--- config.mk ---
export PLATFORM = sky130hd
export DESIGN_NAME = dchain_rd_engine
export DESIGN_NICKNAME = d
export VERILOG_FILES = /design/src/rtl/dchain_pkg.sv /design/src/rtl/dchain_rdport.sv /design/src/rtl/dchain_seq.sv /design/src/rtl/dchain_regs.sv /design/src/rtl/dchain_rd_engine.sv
export SDC_FILE = /design/constraint.sdc
export NUM_CORES = 1
export LEC_CHECK = 0
export BUFFER_PORTS_ARGS = -buffer_cell sky130_fd_sc_hd__buf_4
export CELL_PAD_IN_SITES_DETAIL_PLACEMENT = 0
export CELL_PAD_IN_SITES_GLOBAL_PLACEMENT = 2
export CORE_MARGIN = 3
export CORE_UTILIZATION = 34
export CTS_BUF_LIST = sky130_fd_sc_hd__clkbuf_8
export DETAILED_ROUTE_END_ITERATION = 7
export PLACE_DENSITY = 0.94
export SLEW_MARGIN = 20
export SYNTH_ARGS = -nofsm -noshare
export SYNTH_HDL_FRONTEND = slang
export SYNTH_SLANG_ARGS = --single-unit
--- constraint.sdc ---
create_clock -name clk -period 3.65 [get_ports clk]
set_input_delay 0.365 -clock clk [delete_from_list [all_inputs] [get_ports clk]]
set_output_delay 0.365 -clock clk [all_outputs]
set_load 0.03 [all_outputs]
--- src/rtl/dchain_pkg.sv ---
package dchain_pkg;

  typedef enum logic [2:0] {
    ST_IDLE,
    ST_FETCH,
    ST_DATA,
    ST_DRAIN,
    ST_DONE
  } seq_state_e;

  // descriptor layout: word offsets within a descriptor
  localparam int DESC_WORDS = 4;
  localparam int DW_CTRL    = 0;
  localparam int DW_LEN     = 1;
  localparam int DW_BUF     = 2;
  localparam int DW_NEXT    = 3;

  // control word bit positions
  localparam int CB_EOP  = 0;
  localparam int CB_INTR = 1;
  localparam int CB_WAIT = 2;
  localparam int CB_LAST = 3;

  // register select values
  localparam logic RA_HEAD = 1'b0;
  localparam logic RA_STAT = 1'b1;

  // status bit positions
  localparam int SB_DESC = 0;
  localparam int SB_EOP  = 1;
  localparam int SB_BUSY = 2;

endpackage

--- src/rtl/dchain_rdport.sv ---
module dchain_rdport #(
  parameter int AW = 16,
  parameter int DW = 32
) (
  input  logic          clk,
  input  logic          rst,
  input  logic          issue,
  input  logic [AW-1:0] issue_addr,
  output logic          mem_req,
  output logic [AW-1:0] mem_addr,
  input  logic          mem_rvalid,
  input  logic [DW-1:0] mem_rdata,
  output logic          rsp_valid,
  output logic [DW-1:0] rsp_data
);

  logic pending;

  // only a response to an outstanding request is passed on
  assign rsp_valid = mem_rvalid && pending;
  assign rsp_data  = mem_rdata;

  always_ff @(posedge clk) begin
    if (rst) begin
      mem_req  <= 1'b0;
      mem_addr <= '0;
      pending  <= 1'b0;
    end else begin
      mem_req <= 1'b0;
      if (issue && !pending) begin
        mem_req  <= 1'b1;
        mem_addr <= issue_addr;
        pending  <= 1'b1;
      end else if (mem_rvalid) begin
        pending <= 1'b0;
      end
    end
  end

endmodule

--- src/rtl/dchain_seq.sv ---
module dchain_seq
  import dchain_pkg::*;
#(
  parameter int AW = 16,
  parameter int DW = 32,
  parameter int LW = 16
) (
  input  logic          clk,
  input  logic          rst,
  input  logic          start_go,
  input  logic [AW-1:0] start_addr,
  input  logic          rsp_valid,
  input  logic [DW-1:0] rsp_data,
  input  logic          fifo_full,
  input  logic          fifo_empty,
  output logic          issue,
  output logic [AW-1:0] issue_addr,
  output logic          fifo_wr_en,
  output logic [DW-1:0] fifo_wdata,
  output logic          fifo_weop,
  output logic          set_desc,
  output logic          set_eop,
  output logic          head_upd,
  output logic [AW-1:0] head_val,
  output logic          idle
);

  localparam int IW = $clog2(DESC_WORDS);
  localparam logic [IW-1:0] LAST_IDX = IW'(DESC_WORDS - 1);

  seq_state_e    st;
  logic [AW-1:0] cur;
  logic [AW-1:0] buf_base;
  logic [AW-1:0] nxt;
  logic [IW-1:0] widx;
  logic [LW-1:0] len;
  logic [LW-1:0] rcnt;
  logic          f_eop, f_intr, f_wait, f_last;
  logic          last_beat;

  assign last_beat = (rcnt == len - LW'(1));

  // read request selection
  always_comb begin
    issue      = 1'b0;
    issue_addr = cur + AW'(widx);
    case (st)
      ST_FETCH: issue = 1'b1;
      ST_DATA: begin
        issue      = (rcnt < len) && !fifo_full && !fifo_wr_en;
        issue_addr = buf_base + AW'(rcnt);
      end
      default: ;
    endcase
  end

  // completion effects, registered in the register block
  assign set_desc = (st == ST_DONE) && f_intr;
  assign set_eop  = (st == ST_DONE) && f_eop;
  assign head_upd = (st == ST_DONE) && f_eop;
  assign head_val = f_last ? '0 : nxt;
  assign idle     = (st == ST_IDLE);

  always_ff @(posedge clk) begin
    if (rst) begin
      st         <= ST_IDLE;
      cur        <= '0;
      buf_base   <= '0;
      nxt        <= '0;
      widx       <= '0;
      len        <= '0;
      rcnt       <= '0;
      f_eop      <= 1'b0;
      f_intr     <= 1'b0;
      f_wait     <= 1'b0;
      f_last     <= 1'b0;
      fifo_wr_en <= 1'b0;
      fifo_wdata <= '0;
      fifo_weop  <= 1'b0;
    end else begin
      fifo_wr_en <= 1'b0;
      fifo_weop  <= 1'b0;
      case (st)
        ST_IDLE: begin
          if (start_go) begin
            cur  <= start_addr;
            widx <= '0;
            st   <= ST_FETCH;
          end
        end
        ST_FETCH: begin
          if (rsp_valid) begin
            if (widx == IW'(DW_CTRL)) begin
              f_eop  <= rsp_data[CB_EOP];
              f_intr <= rsp_data[CB_INTR];
              f_wait <= rsp_data[CB_WAIT];
              f_last <= rsp_data[CB_LAST];
            end
            if (widx == IW'(DW_LEN))  len      <= rsp_data[LW-1:0];
            if (widx == IW'(DW_BUF))  buf_base <= rsp_data[AW-1:0];
            if (widx == IW'(DW_NEXT)) nxt      <= rsp_data[AW-1:0];
            widx <= widx + 1'b1;
            if (widx == LAST_IDX) begin
              rcnt <= '0;
              if (len != '0)   st <= ST_DATA;
              else if (f_wait) st <= ST_DRAIN;
              else             st <= ST_DONE;
            end
          end
        end
        ST_DATA: begin
          if (rsp_valid) begin
            fifo_wr_en <= 1'b1;
            fifo_wdata <= rsp_data;
            fifo_weop  <= f_eop && last_beat;
            rcnt       <= rcnt + LW'(1);
            if (last_beat) st <= f_wait ? ST_DRAIN : ST_DONE;
          end
        end
        ST_DRAIN: begin
          if (fifo_empty && !fifo_wr_en) st <= ST_DONE;
        end
        ST_DONE: begin
          if (f_last) begin
            st <= ST_IDLE;
          end else begin
            cur  <= nxt;
            widx <= '0;
            st   <= ST_FETCH;
          end
        end
        default: st <= ST_IDLE;
      endcase
    end
  end

endmodule

--- src/rtl/dchain_regs.sv ---
module dchain_regs
  import dchain_pkg::*;
#(
  parameter int AW = 16,
  parameter int DW = 32
) (
  input  logic          clk,
  input  logic          rst,
  input  logic          reg_wr,
  input  logic          reg_addr,
  input  logic [DW-1:0] reg_wdata,
  output logic [DW-1:0] reg_rdata,
  input  logic          idle,
  input  logic          set_desc,
  input  logic          set_eop,
  input  logic          head_upd,
  input  logic [AW-1:0] head_val,
  output logic          start_go,
  output logic [AW-1:0] start_addr,
  output logic          irq_desc,
  output logic          irq_eop
);

  logic [AW-1:0] head;
  logic          clr_wr;
  logic [DW-1:0] stat_word;
  wire           unused_wdata = ^reg_wdata[DW-1:AW];

  assign start_go   = reg_wr && (reg_addr == RA_HEAD) && idle;
  assign start_addr = reg_wdata[AW-1:0];
  assign clr_wr     = reg_wr && (reg_addr == RA_STAT);

  always_comb begin
    stat_word          = '0;
    stat_word[SB_DESC] = irq_desc;
    stat_word[SB_EOP]  = irq_eop;
    stat_word[SB_BUSY] = !idle;
  end

  always_ff @(posedge clk) begin
    if (rst) begin
      head      <= '0;
      irq_desc  <= 1'b0;
      irq_eop   <= 1'b0;
      reg_rdata <= '0;
    end else begin
      if (start_go)      head <= start_addr;
      else if (head_upd) head <= head_val;
      // a set in the same cycle as a clear wins
      irq_desc  <= set_desc | (irq_desc & ~(clr_wr & reg_wdata[SB_DESC]));
      irq_eop   <= set_eop  | (irq_eop  & ~(clr_wr & reg_wdata[SB_EOP]));
      reg_rdata <= (reg_addr == RA_STAT) ? stat_word : DW'(head);
    end
  end

endmodule

--- src/rtl/dchain_rd_engine.sv ---
module dchain_rd_engine
  import dchain_pkg::*;
#(
  parameter int AW = 16,
  parameter int DW = 32,
  parameter int LW = 16
) (
  input  logic          clk,
  input  logic          rst,
  output logic          mem_req,
  output logic [AW-1:0] mem_addr,
  input  logic          mem_rvalid,
  input  logic [DW-1:0] mem_rdata,
  input  logic          reg_wr,
  input  logic          reg_addr,
  input  logic [DW-1:0] reg_wdata,
  output logic [DW-1:0] reg_rdata,
  output logic          fifo_wr_en,
  output logic [DW-1:0] fifo_wdata,
  output logic          fifo_weop,
  input  logic          fifo_full,
  input  logic          fifo_empty,
  output logic          irq_desc,
  output logic          irq_eop
);

  logic          start_go;
  logic [AW-1:0] start_addr;
  logic          issue;
  logic [AW-1:0] issue_addr;
  logic          rsp_valid;
  logic [DW-1:0] rsp_data;
  logic          set_desc, set_eop, head_upd, idle;
  logic [AW-1:0] head_val;

  dchain_rdport #(.AW(AW), .DW(DW)) u_port (
    .clk       (clk),
    .rst       (rst),
    .issue     (issue),
    .issue_addr(issue_addr),
    .mem_req   (mem_req),
    .mem_addr  (mem_addr),
    .mem_rvalid(mem_rvalid),
    .mem_rdata (mem_rdata),
    .rsp_valid (rsp_valid),
    .rsp_data  (rsp_data)
  );

  dchain_seq #(.AW(AW), .DW(DW), .LW(LW)) u_seq (
    .clk       (clk),
    .rst       (rst),
    .start_go  (start_go),
    .start_addr(start_addr),
    .rsp_valid (rsp_valid),
    .rsp_data  (rsp_data),
    .fifo_full (fifo_full),
    .fifo_empty(fifo_empty),
    .issue     (issue),
    .issue_addr(issue_addr),
    .fifo_wr_en(fifo_wr_en),
    .fifo_wdata(fifo_wdata),
    .fifo_weop (fifo_weop),
    .set_desc  (set_desc),
    .set_eop   (set_eop),
    .head_upd  (head_upd),
    .head_val  (head_val),
    .idle      (idle)
  );

  dchain_regs #(.AW(AW), .DW(DW)) u_regs (
    .clk       (clk),
    .rst       (rst),
    .reg_wr    (reg_wr),
    .reg_addr  (reg_addr),
    .reg_wdata (reg_wdata),
    .reg_rdata (reg_rdata),
    .idle      (idle),
    .set_desc  (set_desc),
    .set_eop   (set_eop),
    .head_upd  (head_upd),
    .head_val  (head_val),
    .start_go  (start_go),
    .start_addr(start_addr),
    .irq_desc  (irq_desc),
    .irq_eop   (irq_eop)
  );

endmodule

[Word level (Yosys, flattened, before mapping)]
Index checks and enable logic that the tools add are counted.
Operators by class
  add/sub/neg operators: 5
  bitwise gates (word level): 11
  order comparisons: 1
  reductions and logical operators: 35
  equal/unequal tests: 15
  muxes and demuxes: 31
Operators with widths (number)
  $mux W16: 9
  $pmux W16 S2: 2
  $mux W3: 9
  $add A16 B1 Y16 const B: 1
  $add A16 B16 Y16: 1
  $add A16 B2 Y16: 1
  $eq A16 B16 Y1: 1
  $lt A16 B16 Y1: 1
  $reduce_bool A16 Y1: 1
  $sub A16 B1 Y16 const B: 1
  $pmux W3 S5: 1
  $reduce_and A3 Y1: 5
  $logic_and A1 B1 Y1: 11
  $ne A2 B2 Y1 const B: 4
  $reduce_and A4 Y1: 2
  $reduce_bool A2 Y1: 4
  $eq A3 B2 Y1 const B: 2
  $mux W2: 3
  $ne A2 B1 Y1 const B: 3
  $pmux W2 S3: 1
  $reduce_and A6 Y1: 1
  $mux W1: 5
  $not A1 Y1: 5
  $and A1 B1 Y1: 4
  14 further kinds: 20
Storage, ports and cells
  flip-flop bits (word level): 191
  input port bits: 71

[Depth between registers and ports, before layout]
  depth after elaboration: 6
  mapped depth: 11

[Cells and area by module]
From an unflattened synthesis, not the netlist that was laid out.
Second synthesis, totals
  cell total of the unflattened synthesis: 1163
  area total of the unflattened synthesis: 9721.8 um2
Modules (own cells, without submodules)
  dchain_seq: cells each 900, area each 6921.6 um2, instances 1
  dchain_regs: cells each 154, area each 1724.2 um2, instances 1
  dchain_rdport: cells each 109, area each 1076.0 um2, instances 1

[Least setup slack after synthesis]
OpenSTA, ideal clock, no wires.
  kind: flip-flop to flip-flop
  start point: register u_seq.len[2]
  end point: register u_port.mem_addr[3]
  setup time: 128 ps
  buffers on the path: 2
  cell stages (with the launch flop): 12
  clock period less this slack: 2509 ps
  slack: 1141 ps
  arrival: 2381 ps
  path through: dfxtp_1 > clkbuf_1 > inv_1 > ha_1 > o21a_1 > o21ai_0 > a31oi_1 > a211o_1 > a311oi_2 > buf_4 > mux2i_1 > nor2_1
On the way
  longest elaborated chain between the ends: 5
RTL lines
  from (decl): line dchain_seq.sv:36  | logic [LW-1:0] len;
  from (signal assigned): line dchain_seq.sv:99  | if (widx == IW'(DW_LEN)) len <= rsp_data[LW-1:0];
  $lt A16 B16 Y1: line dchain_seq.sv:50  | issue = (rcnt < len) && !fifo_full && !fifo_wr_en;
  $logic_and A1 B1 Y1 (2 in series): line dchain_seq.sv:50
  $pmux W1 S2: line dchain_seq.sv:47  | case (st)
  $logic_and A1 B1 Y1: line dchain_rdport.sv:30  | if (issue && !pending) begin
  to (signal assigned): line dchain_rdport.sv:32  | mem_addr <= issue_addr;
  to (decl): line dchain_rdport.sv:10  | output logic [AW-1:0] mem_addr,
Every way passes these cells.
A chain may end at the register's enable or synchronous reset.

[Worst setup path in the final report]
  start point: register u_seq.rcnt[0]
  end point: register u_port.mem_addr[12]
On the way
  longest elaborated chain between the ends: 5
RTL lines
  from (decl): line dchain_seq.sv:37  | logic [LW-1:0] rcnt;
  from (signal assigned): line dchain_seq.sv:116  | rcnt <= rcnt + LW'(1);
  $lt A16 B16 Y1: line dchain_seq.sv:50
  $logic_and A1 B1 Y1 (2 in series): line dchain_seq.sv:50
  $pmux W1 S2: line dchain_seq.sv:47
  $logic_and A1 B1 Y1: line dchain_rdport.sv:30
Parallel ways exist; a longest one is shown, timed or not.

==> results.json <==
{
  "status": "finished clean",
  "synth_edf_count": 0,
  "dr.pass1.iters": 5,
  "p_sw_frac": 0.323,
  "p_per_area_mw_per_mm2": 392,
  "start_util": 0.348,
  "seqPwrFrac": 0.521,
  "area_growth_syn_to_layout_pct": 17.6,
  "hold_buffers": 0,
  "placementRows": 58,
  "io_pins": 156,
  "slew_viol_final": 0,
  "peakVddDrop_mv": 0.240,
  "post_drt_wl_per_cell_um": 16.3,
  "synth_async_sr_flop_share": 0,
  "skew_ns": 0.0245,
  "clkTransAtPathRegs_ns": 0.12,
  "syn_area_per_cell_um2": 7.92,
  "drv_cap": 0,
  "layout_min_cycle_time_ns": 2.81,
  "drc_errors": 0,
  "pwr-share-comb": 0.143,
  "cpPeakStageDelay_ns": 0.44,
  "dieWidth_um": 167,
  "cp-end-kind": "flop",
  "grt_pass1_vias": 7122,
  "drtAntennaViolNets": 0,
  "clkLatencyLatePin_ns": 0.48,
  "synthFlopType": "dfxtp_1",
  "clock.fmax_ghz": 0.356,
  "rsz0062_at_grt": "no",
  "post_cts_buffers": 0,
  "clockPowerShare": 0.336,
  "regArea_mm2": 0.00350,
  "num_vias": 7852,
  "hold_start": "mem_rdata[29]",
  "rr_worst_depth": 11,
  "ctsResizeCount": 0,
  "crit_required_ns": 4.04,
  "synth_area_mm2": 0.00878,
  "io_buffers": 123,
  "dp_cells": 1509,
  "relSlewSlack": 0.402,
  "postSynthCellCount": 1108,
  "fillerInstances": 2682,
  "fin_cells": 1541,
  "layout-drive-gt1-share": 0.149,
  "grt_max_degree": 96,
  "die_h_um": 167,
  "start_kind": "flop",
  "tns_ns": 0,
  "final_common_cell": "nand2_1",
  "rr_endpoint": "u_port.mem_addr[12]",
  "worstPathCellList": "ha_1 > inv_1 > fa_1 > nor2b_1 > o2111ai_1 > a31oi_1 > a41oi_1 > a21boi_0 > xor2_1 > o211ai_1 > a21oi_1",
  "cts_num_sinks": 175,
  "cp_slowest_cell": "dfxtp_1",
  "arrival_ns": 3.20,
  "hold_violations": 0,
  "avgViaCountPerCell": 5.10,
  "die-area_mm2": 0.0278,
  "tightest_slew_ns": 0.896,
  "internal_power_mw": 2.74,
  "p_switching_mw": 1.31,
  "grt_usage": 0.177,
  "globalRouteOverflowTotal": 0,
  "cts_buffer_depth": 2,
  "critPathKind": "flop to flop",
  "numCtsBuffers": 17,
  "whs_path_depth": 3,
  "post-route-period-util": 0.769,
  "synth_seq_area_share": 0.399,
  "cts_root_buf": "clkbuf_8",
  "synth-seq-cells": 175,
  "finalNetCount": 1310,
  "diodes": 0,
  "cts_tree": "built",
  "routed_wl_mm": 25.2,
  "p_total_mw": 4.05,
  "holdPathEnd": "u_seq.fifo_wdata[29]",
  "dp_hpwl_mm": 18.3,
  "drtIter0Drc": 748,
  "worstHoldPathType": "input port to flop",
  "grt_first_pass_wirelength_mm": 39.8,
  "crit_path_max_fanout": 6,
  "mostFrequentLayoutCells": "227 x nand2_1, 175 x dfxtp_1, 135 x buf_4",
  "setup_viol": 0,
  "antenna_found_initial": 0,
  "h-tree-depth": 4,
  "reg2reg_slack_ns": 0.84,
  "gp_congestion": 0.838,
  "core_mm2": 0.0253,
  "r2r-start": "u_seq.rcnt[0]",
  "synthDistinctLibCells": 62,
  "multiInputGateArea_mm2": 0.00486,
  "yosys_warnings": 0,
  "p_leak_nw": 3.97
}
[area by class of cell]
| class | count | area share |
|---|---|---|
| Clock buffer | 17 | 0.0227 |
| Clock inverter | 15 | 0.0165 |
| Sequential cell | 175 | 0.339 |
| Inverter | 30 | 0.0109 |
| Tap cell | 330 | 0.0400 |
| Timing Repair Buffer | 136 | 0.100 |
| Multi-Input combinational cell | 838 | 0.471 |
[metrics by stage]
stage	worst slack, ns	cell area (um^2)	util	hold slack (ns)
finish	0.843	10300	0.409	0.119
floorplan	1.14	8840	-	0.431
detailed placement	0.895	9920	0.393	0.446
CTS	0.855	10300	0.409	0.0829
global placement	0.902	9920	0.393	0.442
global route	0.590	10300	0.409	0.0976
[cell usage after synthesis, types with 4 or more instances]
cell type | number | area, um^2
ha_1 | 39 | 488
nand3_1 | 40 | 200
or2_2 | 4 | 25.0
or3_1 | 5 | 31.3
nand4_1 | 11 | 68.8
clkbuf_1 | 57 | 214
mux2i_1 | 9 | 90.1
o21a_1 | 5 | 37.5
nand2_1 | 227 | 852
a21oi_1 | 129 | 646
a31oi_1 | 12 | 75.1
nor3b_1 | 12 | 90.1
dfxtp_1 | 175 | 3500
nor2b_1 | 9 | 56.3
a211oi_1 | 15 | 113
nor3_1 | 20 | 100
and2_1 | 18 | 113
inv_1 | 30 | 113
xnor2_1 | 27 | 236
nor2_1 | 84 | 315
xor2_1 | 25 | 219
nand3b_1 | 4 | 30.0
a311oi_1 | 20 | 175
o21ai_0 | 25 | 125
o211ai_1 | 4 | 30.0
buf_2 | 4 | 20.0
buf_4 | 17 | 128
a22oi_1 | 9 | 67.6
nand2b_1 | 11 | 68.8
a21o_1 | 10 | 75.1
[kinds of logic after synthesis]
family | share of synthesized area
buffers and inverters | 0.0557
AOI/OAI and AO/OA | 0.177
adders and majority gates | 0.0601
and+or+nand+nor | 0.245
DFF | 0.399
muxes | 0.0103
other | 0.000427
xor gates and xnor gates | 0.0519
[critical path: cells and delay by family, from the launching register on]
kind            cells  cell delay, ns
xor+xnor            1            0.22
fa+ha+maj           2            0.59
flops               1            0.44
compound gates      6            1.21
buf+inv             1            0.06
simple gates        1            0.19
[power by group through the flow]
stage                     Clock, mW  Combinational (mW)  Sequential, mW
final                          1.36               0.580            2.11
after detailed placement          0               0.582            2.15
after CTS                      1.40               0.584            2.11
after global placement            0               0.579            2.15
after global routing           1.48               0.643            2.12
after floorplan                   0               0.384            2.13
[state kept, by name (all words and copies together), names as in the netlist, 2 cells and up]
register / flops
u_seq.st: 3
u_regs.head: 16
u_regs.reg_rdata: 16
u_seq.buf_base: 16
u_seq.len: 16
u_seq.fifo_wdata: 32
u_seq.cur: 16
u_seq.rcnt: 16
u_port.mem_addr: 16
u_seq.widx: 2
u_seq.nxt: 16
[per-layer routing]
layer  up-vias  wire [um]  GRT usage
li1       3969          -          -
met3        24       1500     0.0301
met2       206      10900      0.262
met4         0        344     0.0477
met1      3653      12400      0.266
met5         -          0          0
[worst max-delay path by stage]
stage	from	endpoint	slack, ns	cells after the start
after floorplan	u_seq.len[2]	u_port.mem_addr[3]	1.14	11
after global placement	u_seq.rcnt[1]	u_port.mem_addr[15]	0.90	10
after detailed placement	u_seq.rcnt[0]	u_port.mem_addr[12]	0.89	11
after CTS	u_seq.rcnt[0]	u_port.mem_addr[12]	0.85	11
after global routing	u_seq.rcnt[0]	u_port.mem_addr[12]	0.59	11
final	u_seq.rcnt[0]	u_port.mem_addr[12]	0.84	11
(Power assumes the default switching activity.)
